File: src/rtl/ea_pkg.sv
package ea_pkg;

   localparam int unsigned IW = 16;

   localparam logic [3:0] OPC_BR   = 4'h0;
   localparam logic [3:0] OPC_LD   = 4'h2;
   localparam logic [3:0] OPC_ST   = 4'h3;
   localparam logic [3:0] OPC_LDR  = 4'h6;
   localparam logic [3:0] OPC_STR  = 4'h7;
   localparam logic [3:0] OPC_LDI  = 4'hA;
   localparam logic [3:0] OPC_STI  = 4'hB;
   localparam logic [3:0] OPC_JMP  = 4'hC;
   localparam logic [3:0] OPC_LEA  = 4'hE;
   localparam logic [3:0] OPC_TRAP = 4'hF;

   typedef enum logic [2:0] {
      K_PCREL, K_BASEOFS, K_POINTER, K_EFFADDR,
      K_BRANCH, K_REGJUMP, K_VECTOR, K_PLAIN
   } ea_kind_e;

   typedef enum logic [1:0] { OFS_ZERO, OFS_SHORT, OFS_LONG } ea_ofs_e;

   typedef enum logic { SRC_PC, SRC_REG } ea_src_e;

   typedef struct packed {
      ea_kind_e kind;
      ea_src_e  src;
      ea_ofs_e  ofs;
      logic     two_phase;
   } ea_ctl_t;

   typedef enum logic [1:0] { ST_IDLE, ST_PTR, ST_CAPT, ST_DONE } ea_state_e;

endpackage

File: src/rtl/ea_decode.sv
module ea_decode
   import ea_pkg::*;
(
   input  logic [3:0] opcode,
   input  logic [2:0] cond_mask,
   input  logic [2:0] cc_nzp,
   output ea_ctl_t    ctl,
   output logic       br_taken
);

   always_comb begin
      ctl = '{kind: K_PLAIN, src: SRC_PC, ofs: OFS_ZERO, two_phase: 1'b0};
      unique case (opcode)
         OPC_LD, OPC_ST:   ctl = '{kind: K_PCREL,   src: SRC_PC,  ofs: OFS_LONG,  two_phase: 1'b0};
         OPC_LDR, OPC_STR: ctl = '{kind: K_BASEOFS, src: SRC_REG, ofs: OFS_SHORT, two_phase: 1'b0};
         OPC_LDI, OPC_STI: ctl = '{kind: K_POINTER, src: SRC_PC,  ofs: OFS_LONG,  two_phase: 1'b1};
         OPC_LEA:          ctl = '{kind: K_EFFADDR, src: SRC_PC,  ofs: OFS_LONG,  two_phase: 1'b0};
         OPC_BR:           ctl = '{kind: K_BRANCH,  src: SRC_PC,  ofs: OFS_LONG,  two_phase: 1'b0};
         OPC_JMP:          ctl = '{kind: K_REGJUMP, src: SRC_REG, ofs: OFS_ZERO,  two_phase: 1'b0};
         OPC_TRAP:         ctl = '{kind: K_VECTOR,  src: SRC_PC,  ofs: OFS_ZERO,  two_phase: 1'b1};
         default:          ctl = '{kind: K_PLAIN,   src: SRC_PC,  ofs: OFS_ZERO,  two_phase: 1'b0};
      endcase
   end

   // branch condition: any requested flag that is currently set
   assign br_taken = |(cond_mask & cc_nzp);

endmodule

File: src/rtl/ea_adder.sv
module ea_adder
   import ea_pkg::*;
#(
   parameter int unsigned AW        = 16,
   parameter int unsigned LONG_W    = 9,
   parameter int unsigned SHORT_W   = 6,
   parameter bit          SPLIT_ADD = 1'b1
)(
   input  logic [AW-1:0]     pc_inc,
   input  logic [AW-1:0]     base_val,
   input  logic [LONG_W-1:0] ofs_field,
   input  ea_src_e           src,
   input  ea_ofs_e           ofs_sel,
   output logic [AW-1:0]     sum
);

   localparam int unsigned LPAD = AW - LONG_W;
   localparam int unsigned SPAD = AW - SHORT_W;
   localparam int unsigned HLO  = AW / 2;
   localparam int unsigned HHI  = AW - HLO;

   logic [AW-1:0] ext_long, ext_short, opa, opb;

   assign ext_long  = {{LPAD{ofs_field[LONG_W-1]}},  ofs_field};
   assign ext_short = {{SPAD{ofs_field[SHORT_W-1]}}, ofs_field[SHORT_W-1:0]};
   assign opa       = (src == SRC_REG) ? base_val : pc_inc;

   always_comb begin
      unique case (ofs_sel)
         OFS_LONG:  opb = ext_long;
         OFS_SHORT: opb = ext_short;
         default:   opb = '0;
      endcase
   end

   generate
      if (SPLIT_ADD) begin : g_csel
         logic [HLO:0]   lo;
         logic [HHI-1:0] hi0, hi1;
         assign lo  = {1'b0, opa[HLO-1:0]} + {1'b0, opb[HLO-1:0]};
         assign hi0 = opa[AW-1:HLO] + opb[AW-1:HLO];
         assign hi1 = hi0 + {{(HHI-1){1'b0}}, 1'b1};
         assign sum = {lo[HLO] ? hi1 : hi0, lo[HLO-1:0]};
      end else begin : g_ripple
         assign sum = opa + opb;
      end
   endgenerate

endmodule

File: src/rtl/ea_seq.sv
module ea_seq
   import ea_pkg::*;
(
   input  logic clk,
   input  logic rst_n,
   input  logic start,
   input  logic two_phase,
   output logic accept,
   output logic capture,
   output logic busy,
   output logic done,
   output logic mem_rd
);

   ea_state_e state_q, state_d;

   assign accept = (state_q == ST_IDLE) && start;

   always_comb begin
      state_d = state_q;
      unique case (state_q)
         ST_IDLE: if (start) state_d = two_phase ? ST_PTR : ST_DONE;
         ST_PTR:  state_d = ST_CAPT;
         ST_CAPT: state_d = ST_DONE;
         default: state_d = ST_IDLE;
      endcase
   end

   always_ff @(posedge clk or negedge rst_n) begin
      if (!rst_n) state_q <= ST_IDLE;
      else        state_q <= state_d;
   end

   assign capture = (state_q == ST_CAPT);
   assign mem_rd  = (state_q == ST_PTR);
   assign busy    = (state_q == ST_PTR) || (state_q == ST_CAPT);
   assign done    = (state_q == ST_DONE);

endmodule

File: src/rtl/ea_unit.sv
module ea_unit
   import ea_pkg::*;
#(
   parameter int unsigned AW        = 16,
   parameter int unsigned LONG_W    = 9,
   parameter int unsigned SHORT_W   = 6,
   parameter int unsigned VEC_W     = 8,
   parameter bit          SPLIT_ADD = 1'b1
)(
   input  logic          clk,
   input  logic          rst_n,
   input  logic          start,
   input  logic [15:0]   instr,
   input  logic [AW-1:0] pc_inc,
   input  logic [AW-1:0] base_val,
   input  logic [2:0]    cc_nzp,
   input  logic [AW-1:0] mem_rdata,
   output logic          mem_rd,
   output logic [AW-1:0] mar,
   output logic [AW-1:0] next_pc,
   output logic [AW-1:0] lea_val,
   output logic          busy,
   output logic          done
);

   localparam int unsigned VPAD = AW - VEC_W;

   generate
      if (AW < IW)           begin : g_bad_aw  $error("AW below instruction width"); end
      if (LONG_W != 9)       begin : g_bad_lw  $error("long offset must span bits 8:0"); end
      if (SHORT_W != 6)      begin : g_bad_sw  $error("short offset must span bits 5:0"); end
      if (VEC_W != 8)        begin : g_bad_vw  $error("vector must span bits 7:0"); end
      if (AW % 2 != 0)       begin : g_bad_odd $error("AW must be even"); end
   endgenerate

   ea_ctl_t       ctl;
   logic          br_taken, accept, capture;
   logic [AW-1:0] sum, vec_addr;
   ea_kind_e      kind_q;
   logic [AW-1:0] mar_q, npc_q, lea_q;
   logic          unused_regsel;

   assign unused_regsel = ^instr[8:6];

   ea_decode u_dec (
      .opcode   (instr[15:12]),
      .cond_mask(instr[11:9]),
      .cc_nzp   (cc_nzp),
      .ctl      (ctl),
      .br_taken (br_taken)
   );

   ea_adder #(
      .AW(AW), .LONG_W(LONG_W), .SHORT_W(SHORT_W), .SPLIT_ADD(SPLIT_ADD)
   ) u_add (
      .pc_inc   (pc_inc),
      .base_val (base_val),
      .ofs_field(instr[LONG_W-1:0]),
      .src      (ctl.src),
      .ofs_sel  (ctl.ofs),
      .sum      (sum)
   );

   ea_seq u_seq (
      .clk      (clk),
      .rst_n    (rst_n),
      .start    (start),
      .two_phase(ctl.two_phase),
      .accept   (accept),
      .capture  (capture),
      .busy     (busy),
      .done     (done),
      .mem_rd   (mem_rd)
   );

   assign vec_addr = {{VPAD{1'b0}}, instr[VEC_W-1:0]};

   always_ff @(posedge clk or negedge rst_n) begin
      if (!rst_n) begin
         kind_q <= K_PLAIN;
         mar_q  <= '0;
         npc_q  <= '0;
         lea_q  <= '0;
      end else if (accept) begin
         kind_q <= ctl.kind;
         mar_q  <= (ctl.kind == K_VECTOR) ? vec_addr : sum;
         lea_q  <= sum;
         unique case (ctl.kind)
            K_BRANCH:  npc_q <= br_taken ? sum : pc_inc;
            K_REGJUMP: npc_q <= sum;
            default:   npc_q <= pc_inc;
         endcase
      end else if (capture) begin
         if (kind_q == K_VECTOR) npc_q <= mem_rdata;
         else                    mar_q <= mem_rdata;
      end
   end

   assign mar     = mar_q;
   assign next_pc = npc_q;
   assign lea_val = lea_q;

endmodule

File: config.mk
export PLATFORM = sky130hd
export DESIGN_NAME = ea_unit
export DESIGN_NICKNAME = d
export VERILOG_FILES = /design/src/rtl/ea_pkg.sv /design/src/rtl/ea_decode.sv /design/src/rtl/ea_adder.sv /design/src/rtl/ea_seq.sv /design/src/rtl/ea_unit.sv
export SDC_FILE = /design/constraint.sdc
export NUM_CORES = 1
export LEC_CHECK = 0
export ABC_AREA = 1
export BUFFER_PORTS_ARGS = -buffer_cell sky130_fd_sc_hd__buf_2
export CAP_MARGIN = 20
export CORE_MARGIN = 5
export CORE_UTILIZATION = 35
export CTS_BUF_LIST = sky130_fd_sc_hd__clkbuf_16
export DETAILED_ROUTE_END_ITERATION = 10
export PLACE_DENSITY = 0.59
export SLEW_MARGIN = 20
export SYNTH_ARGS = -nofsm -noshare
export SYNTH_HDL_FRONTEND = slang
export SYNTH_SLANG_ARGS = --single-unit
File: constraint.sdc
create_clock -name clk -period 4.07 [get_ports clk]
set_input_delay 0.407 -clock clk [delete_from_list [all_inputs] [get_ports clk]]
set_output_delay 0.407 -clock clk [all_outputs]
set_load 0.03 [all_outputs]
# After elaboration in Yosys (flattened, before gate mapping)

Memory sizes are Yosys's and may differ from the RTL's.
Cells that the tools add are included.

Input bits: 70
Memories: 1
Output and inout port bits: 51
Bits in registers: 53
ROM bits: 112

Eq/ne operators: 11
Reductions and logical operators: 8
Add/sub/neg operators: 3
Muxes and demuxes: 15
Bitwise gates (word level): 1

Memories:

| name            | words | width | rd ports | clocked after Yosys merged registers in | write ports | RTL line        | source |
|---|---|---|---|---|---|---|---|
| (no name shown) | 16    | 7     | 1        | 0                                       | 0           | ea_decode.sv:13 | `unique case (opcode)` |

Operators by type and width:

| operator                                                              | number |
|---|---|
| 16-bit two-way mux                                                    | 9 |
| 16-bit one-hot mux with 2 select lines                                | 2 |
| 3-bit equality test, second input constant                            | 4 |
| 8-bit by 8-bit adder with 9-bit output                                | 1 |
| 8-bit by 1-bit adder with 8-bit output, second input constant         | 1 |
| 8-bit adder                                                           | 1 |
| 8-bit two-way mux                                                     | 1 |
| 2-bit equality test, second input constant                            | 3 |
| 2-bit one-hot mux with 3 select lines                                 | 1 |
| 2-bit by 1-bit equality test with 1-bit output, second input constant | 2 |
| 2-bit two-way mux                                                     | 2 |
| 2-bit != test, second input constant                                  | 2 |
| 2-bit AND reduction                                                   | 2 |
| 2-bit nonzero test                                                    | 2 |
| 3-bit bitwise AND                                                     | 1 |
| 3-bit OR reduction                                                    | 1 |
| 2-bit zero test                                                       | 1 |
| 1-bit logical AND                                                     | 1 |
| 1-bit logical OR                                                      | 1 |

# Logic depth before layout (Yosys ltp)

An unclocked memory read counts as a cell.

Word-level depth: 9
Mapped depth: 24

# By module

A second synthesis with hierarchy kept.

Cells, all modules: 659
Area total of the unflattened synthesis: 4359.2 um^2

Modules (own cells, without submodules):

| module    | cells an instance | times used | area an instance (um^2) |
|---|---|---|---|
| ea_unit   | 398               | 1          | 2835.2 |
| ea_adder  | 208               | 1          | 1214.9 |
| ea_seq    | 27                | 1          | 196.4 |
| ea_decode | 26                | 1          | 112.6 |

# Least setup slack after synthesis

Ideal clock, no wire load.

Path type: input to register
From: input instr[12]
To: register npc_q[14], in the netlist next_pc[14]
Setup slack: 805 ps
Required time: 3953 ps
Arrival time: 3148 ps
Stages on the path: 21
Setup time: 117 ps
Cells stage by stage: inv_1 -> o21ai_0 -> nand2_1 -> o21ai_0 -> inv_1 -> ha_1 -> a21oi_2 -> ha_1 -> inv_1 -> fa_1 -> inv_1 -> ha_1 -> inv_1 -> nor2_2 -> nand2_4 -> nor2_4 -> nand3_1 -> nand3_2 -> nor2_2 -> nor2_1 -> nor2_1

Longest elaborated chain between the ends: 9

Ends and longest elaborated chain:

| what                                                                                  | RTL line       | source |
|---|---|---|
| start: declaration                                                                    | ea_unit.sv:13  | `input logic [15:0] instr,` |
| memory 16 x 7 bit (*)                                                                 | --             |  |
| 2-bit by 1-bit equality test with 1-bit output or 2-bit equality test (tied branches) | ea_adder.sv:29 | `unique case (ofs_sel)` |
| 16-bit one-hot mux with 2 select lines                                                | ea_adder.sv:29 |  |
| 8-bit adder                                                                           | ea_adder.sv:41 | `assign hi0 = opa[AW-1:HLO] + opb[AW-1:HLO];` |
| 8-bit by 1-bit adder with 8-bit output                                                | ea_adder.sv:42 | `assign hi1 = hi0 + {{(HHI-1){1'b0}}, 1'b1};` |
| 8-bit two-way mux                                                                     | ea_adder.sv:43 | `assign sum = {lo[HLO] ? hi1 : hi0, lo[HLO-1:0]};` |
| 16-bit two-way mux                                                                    | ea_unit.sv:89  | `K_BRANCH: npc_q <= br_taken ? sum : pc_inc;` |
| 16-bit one-hot mux with 2 select lines (*)                                            | ea_unit.sv:88  | `unique case (ctl.kind)` |
| 16-bit two-way mux (*)                                                                | ea_unit.sv:84  | `end else if (accept) begin` |
| end signal: assignment                                                                | ea_unit.sv:89  |  |
| end signal: assignment                                                                | ea_unit.sv:90  | `K_REGJUMP: npc_q <= sum;` |
| end signal: assignment                                                                | ea_unit.sv:91  | `default: npc_q <= pc_inc;` |
| end: declaration                                                                      | ea_unit.sv:40  | `logic [AW-1:0] mar_q, npc_q, lea_q;` |

Every way passes the cells marked *; elsewhere a longest branch is shown, timed or not.
A chain may end at the register's enable or synchronous reset.

# Final worst setup path

From: input instr[12]
To: register npc_q[11], in the netlist next_pc[11]

The elaborated chain is that of the path after synthesis.

==> flow_metrics.tcl <==
set metrics [dict create \
    tightestPinTransition_ns 0.828 \
    place_inst 818 \
    critPathRequiredTime_ns 4.31 \
    p_per_area_nw_per_um2 656 \
    reg2reg_depth 10 \
    h-tree-depth 2 \
    drt_first_pass_iters 5 \
    final_routed_wirelength_across_all_metal_layers_mm 12.9 \
    grtUsageMet2_pct 30.2 \
    worstPathArrival_ns 3.78 \
    num-nets-final 776 \
    io_pins 121 \
    clk-insertion-delay-late_ns 0.30 \
    drt-vias-per-instance 5.04 \
    holdCritPathClass "in2async" \
    synth.avg_cell_area_sq_um 7.13 \
    post-route-util_pct 43.4 \
    reg2reg_setup_slack_ns 1.46 \
    clock-sinks 53 \
    final.min_clock_period_ns 3.54 \
    library_cell_with_the_largest_summed_area_after_synthesis "sky130_fd_sc_hd__dfrtp_1" \
    max_freq_mhz 283 \
    drc_marker_count_from_the_first_detailed_route_iteration 304 \
    leading_cell_types_by_total_area_after_synthesis "sky130_fd_sc_hd__dfrtp_1 (31%), sky130_fd_sc_hd__nand2_1 (12%), sky130_fd_sc_hd__ha_1 (6.8%)" \
    seq_area_frac_synth_pct 32.8 \
    routedWlPerCell_um 15.6 \
    mostFrequentLayoutCell "sky130_fd_sc_hd__nand2_1" \
    dpl_worst_slack_ns 0.217 \
    grt_util_met3_pct 3.89 \
    cts_inserted_buffers 5 \
    maximum_number_of_pins_on_one_net_before_global_route_repair 56 \
    max-vdd-ir-drop_uv 405 \
    leakagePower_nw 2.60 \
    synth_cell_type_count 43 \
    cap_viol_max_count 0 \
    die_h_um 118 \
    syn_area_sq_um 4050 \
    slew_viol_final 0 \
    vias 4159 \
    final_hold_violating_endpoints 0 \
    final_min_period_over_clock_period_pct 87.0 \
    crit_path_max_fanout 7 \
    core-area_sq_um 11400 \
    stdcell_count 826 \
    place.detailed.hpwl_mm 9.96 \
    end_kind "flop" \
    grt_first_pass_wirelength_mm 21.1 \
    synth_edf_count 0 \
    place.port_buffers 120 \
    final-setup-viol-count 0 \
    ys_ff_latch 53 \
    num-fill-cells 1245 \
    post-cts-setup-buffer-count 0 \
    dieArea_sq_um 13800 \
    globalRouteTotalUtil_pct 18.5 \
    smallest_hold_slack_ns 0.233 \
    most-common-layout-cells "sky130_fd_sc_hd__nand2_1 (124), sky130_fd_sc_hd__buf_2 (120), sky130_fd_sc_hd__inv_1 (64)" \
    detail-route-antenna-nets 0 \
    grt_util_met1_pct 25.1 \
    gr-max-usage-layer "met2" \
    setup_ws_ns 0.531 \
    tritoncts "done" \
    initial_antenna_violation_count 0 \
    cts_hold_buffers 0 \
    clk_pin_slew_ns 0.07 \
    synth-warning-count 0 \
    placement_rows 39 \
    multi_input_area_sq_um 2360 \
    clk_root_buffer_cell "sky130_fd_sc_hd__clkbuf_16" \
    flow.area_growth_from_synthesis_pct 21.9 \
    detail_route.drc_violations 0 \
    post_synth_inst_count 568 \
    initial_utilization_pct 35.6 \
    dieWidth_um 118 \
    routability_congestion_estimate_from_global_placement 0.932 \
    rsz0062_at_grt "no" \
    clock_tree.buffer_depth 2 \
    number_of_inserted_diodes 0 \
    tns_ns 0 \
    outcome "completed" \
    postSynth.asyncResetShare_pct 100 \
    synth_nets 662 \
    drive_gt1_share_pct 28.4 \
    fin_worst_skew_ns 0.00517 \
    timing.max_slew.rel_slack_pct 44.8 \
    grt-ovfl-total 0 \
    timing.setup.critical_path_class "in2reg" \
    synth_top_area_share_pct 30.9 \
    setup.worst_path.start_class "input port" \
    primary_flip_flop_cell_chosen_by_synthesis_mapping "sky130_fd_sc_hd__dfrtp_1" \
    regArea_sq_um 1330 \
    cts.repair.resized 0 \
    grt_pass1_vias 4069 \
]
registers in the layout, summed over array words and instances (netlist names):
name and cells:
mar 16, kind_q 3, lea_val 16, next_pc 16
u_seq.state_q 2
cells in the mapped netlist (2+ instances only):
library cell	number
sky130_fd_sc_hd__buf_2	9
sky130_fd_sc_hd__nand2_4	3
sky130_fd_sc_hd__dfstp_2	3
sky130_fd_sc_hd__nand2_1	125
sky130_fd_sc_hd__or2_2	2
sky130_fd_sc_hd__mux2_2	10
sky130_fd_sc_hd__buf_1	2
sky130_fd_sc_hd__nor2_2	6
sky130_fd_sc_hd__clkbuf_1	9
sky130_fd_sc_hd__dfrtp_1	50
sky130_fd_sc_hd__nand4_1	8
sky130_fd_sc_hd__o21ai_1	6
sky130_fd_sc_hd__a21o_1	2
sky130_fd_sc_hd__a21oi_2	3
sky130_fd_sc_hd__inv_1	64
sky130_fd_sc_hd__nand3b_1	3
sky130_fd_sc_hd__nand2_2	12
sky130_fd_sc_hd__a21oi_1	40
sky130_fd_sc_hd__o211ai_1	2
sky130_fd_sc_hd__nand3_1	44
sky130_fd_sc_hd__o21ai_0	33
sky130_fd_sc_hd__nand3_2	5
sky130_fd_sc_hd__o31ai_1	3
sky130_fd_sc_hd__fa_1	2
sky130_fd_sc_hd__a31oi_1	12
sky130_fd_sc_hd__o22ai_1	3
sky130_fd_sc_hd__xor2_1	7
sky130_fd_sc_hd__nor2_1	56
sky130_fd_sc_hd__inv_2	9
sky130_fd_sc_hd__ha_1	22
where the power goes:
part | internal [mW] | switching [mW]
clock network | 0.224 | 0.204
registers | 0.802 | 0.146
logic | 0.551 | 1.31
total | 1.58 | 1.66
layer usage:
layer	wire length (um)	share of wire (%)
met3	860	6.7
met1	5920	46
met4	146	1.1
met2	5990	46
met5	0	0
final cells by class:
class	count	share of cell area (%)
multi-input combinational	421	47.7
sequential	53	26.9
timing repair buffer	127	13.2
inverter	74	5.68
tap	143	3.62
clock buffer	5	2.53
clock inverter	3	0.253
metrics by stage:
| stage | area, sq um | power, mW |
|---|---|---|
| 2_1_floorplan | 4050 | 2.26 |
| 3_3_place_gp | 4800 | 2.81 |
| 3_5_place_dp | 4800 | 2.83 |
| 4_1_cts | 4940 | 3.26 |
| 5_1_grt | 4940 | 3.48 |
| 6_report | 4940 | 3.24 |
cell families after synthesis:
family / count (synthesis) / share of synthesized area, %
flip-flops: 53 / 32.8
XOR/XNOR: 9 / 2.13
adder cells (fa/ha/maj): 24 / 7.78
AO/OA/AOI/OAI: 109 / 15.1
buffers and inverters: 94 / 9.05
AND/OR/NAND/NOR: 269 / 30.4
multiplexers: 10 / 2.78
critical path, stage by stage:
cell                       delay, ns
sky130_fd_sc_hd__buf_2          0.13
sky130_fd_sc_hd__inv_1          0.05
sky130_fd_sc_hd__o21ai_0        0.23
sky130_fd_sc_hd__nand2_1        0.07
sky130_fd_sc_hd__o21ai_0        0.12
sky130_fd_sc_hd__inv_1          0.07
sky130_fd_sc_hd__ha_1           0.22
sky130_fd_sc_hd__o21ai_0        0.59
sky130_fd_sc_hd__nor2_1         0.12
sky130_fd_sc_hd__ha_1           0.27
sky130_fd_sc_hd__fa_1           0.40
sky130_fd_sc_hd__nand3_1        0.10
sky130_fd_sc_hd__nand3_1        0.12
sky130_fd_sc_hd__nand2_1        0.14
sky130_fd_sc_hd__nand2_4        0.10
sky130_fd_sc_hd__nand2_2        0.09
sky130_fd_sc_hd__xor2_2         0.21
sky130_fd_sc_hd__nand3_1        0.10
sky130_fd_sc_hd__nand3b_1       0.11
sky130_fd_sc_hd__o21ai_1        0.06
sky130_fd_sc_hd__inv_1          0.07
path summary, 6_finish.rpt:
path,end,start
max,next_pc[11],instr[12]
min,lea_val[5],rst_n
max reg2reg,next_pc[10],u_seq.state_q[1]
min reg2reg,lea_val[7],lea_val[7]
max in group asynchronous,next_pc[4],rst_n
min in group clk,mar[6],mem_rdata[6]
No activity file was read; power rests on OpenSTA's default activity.
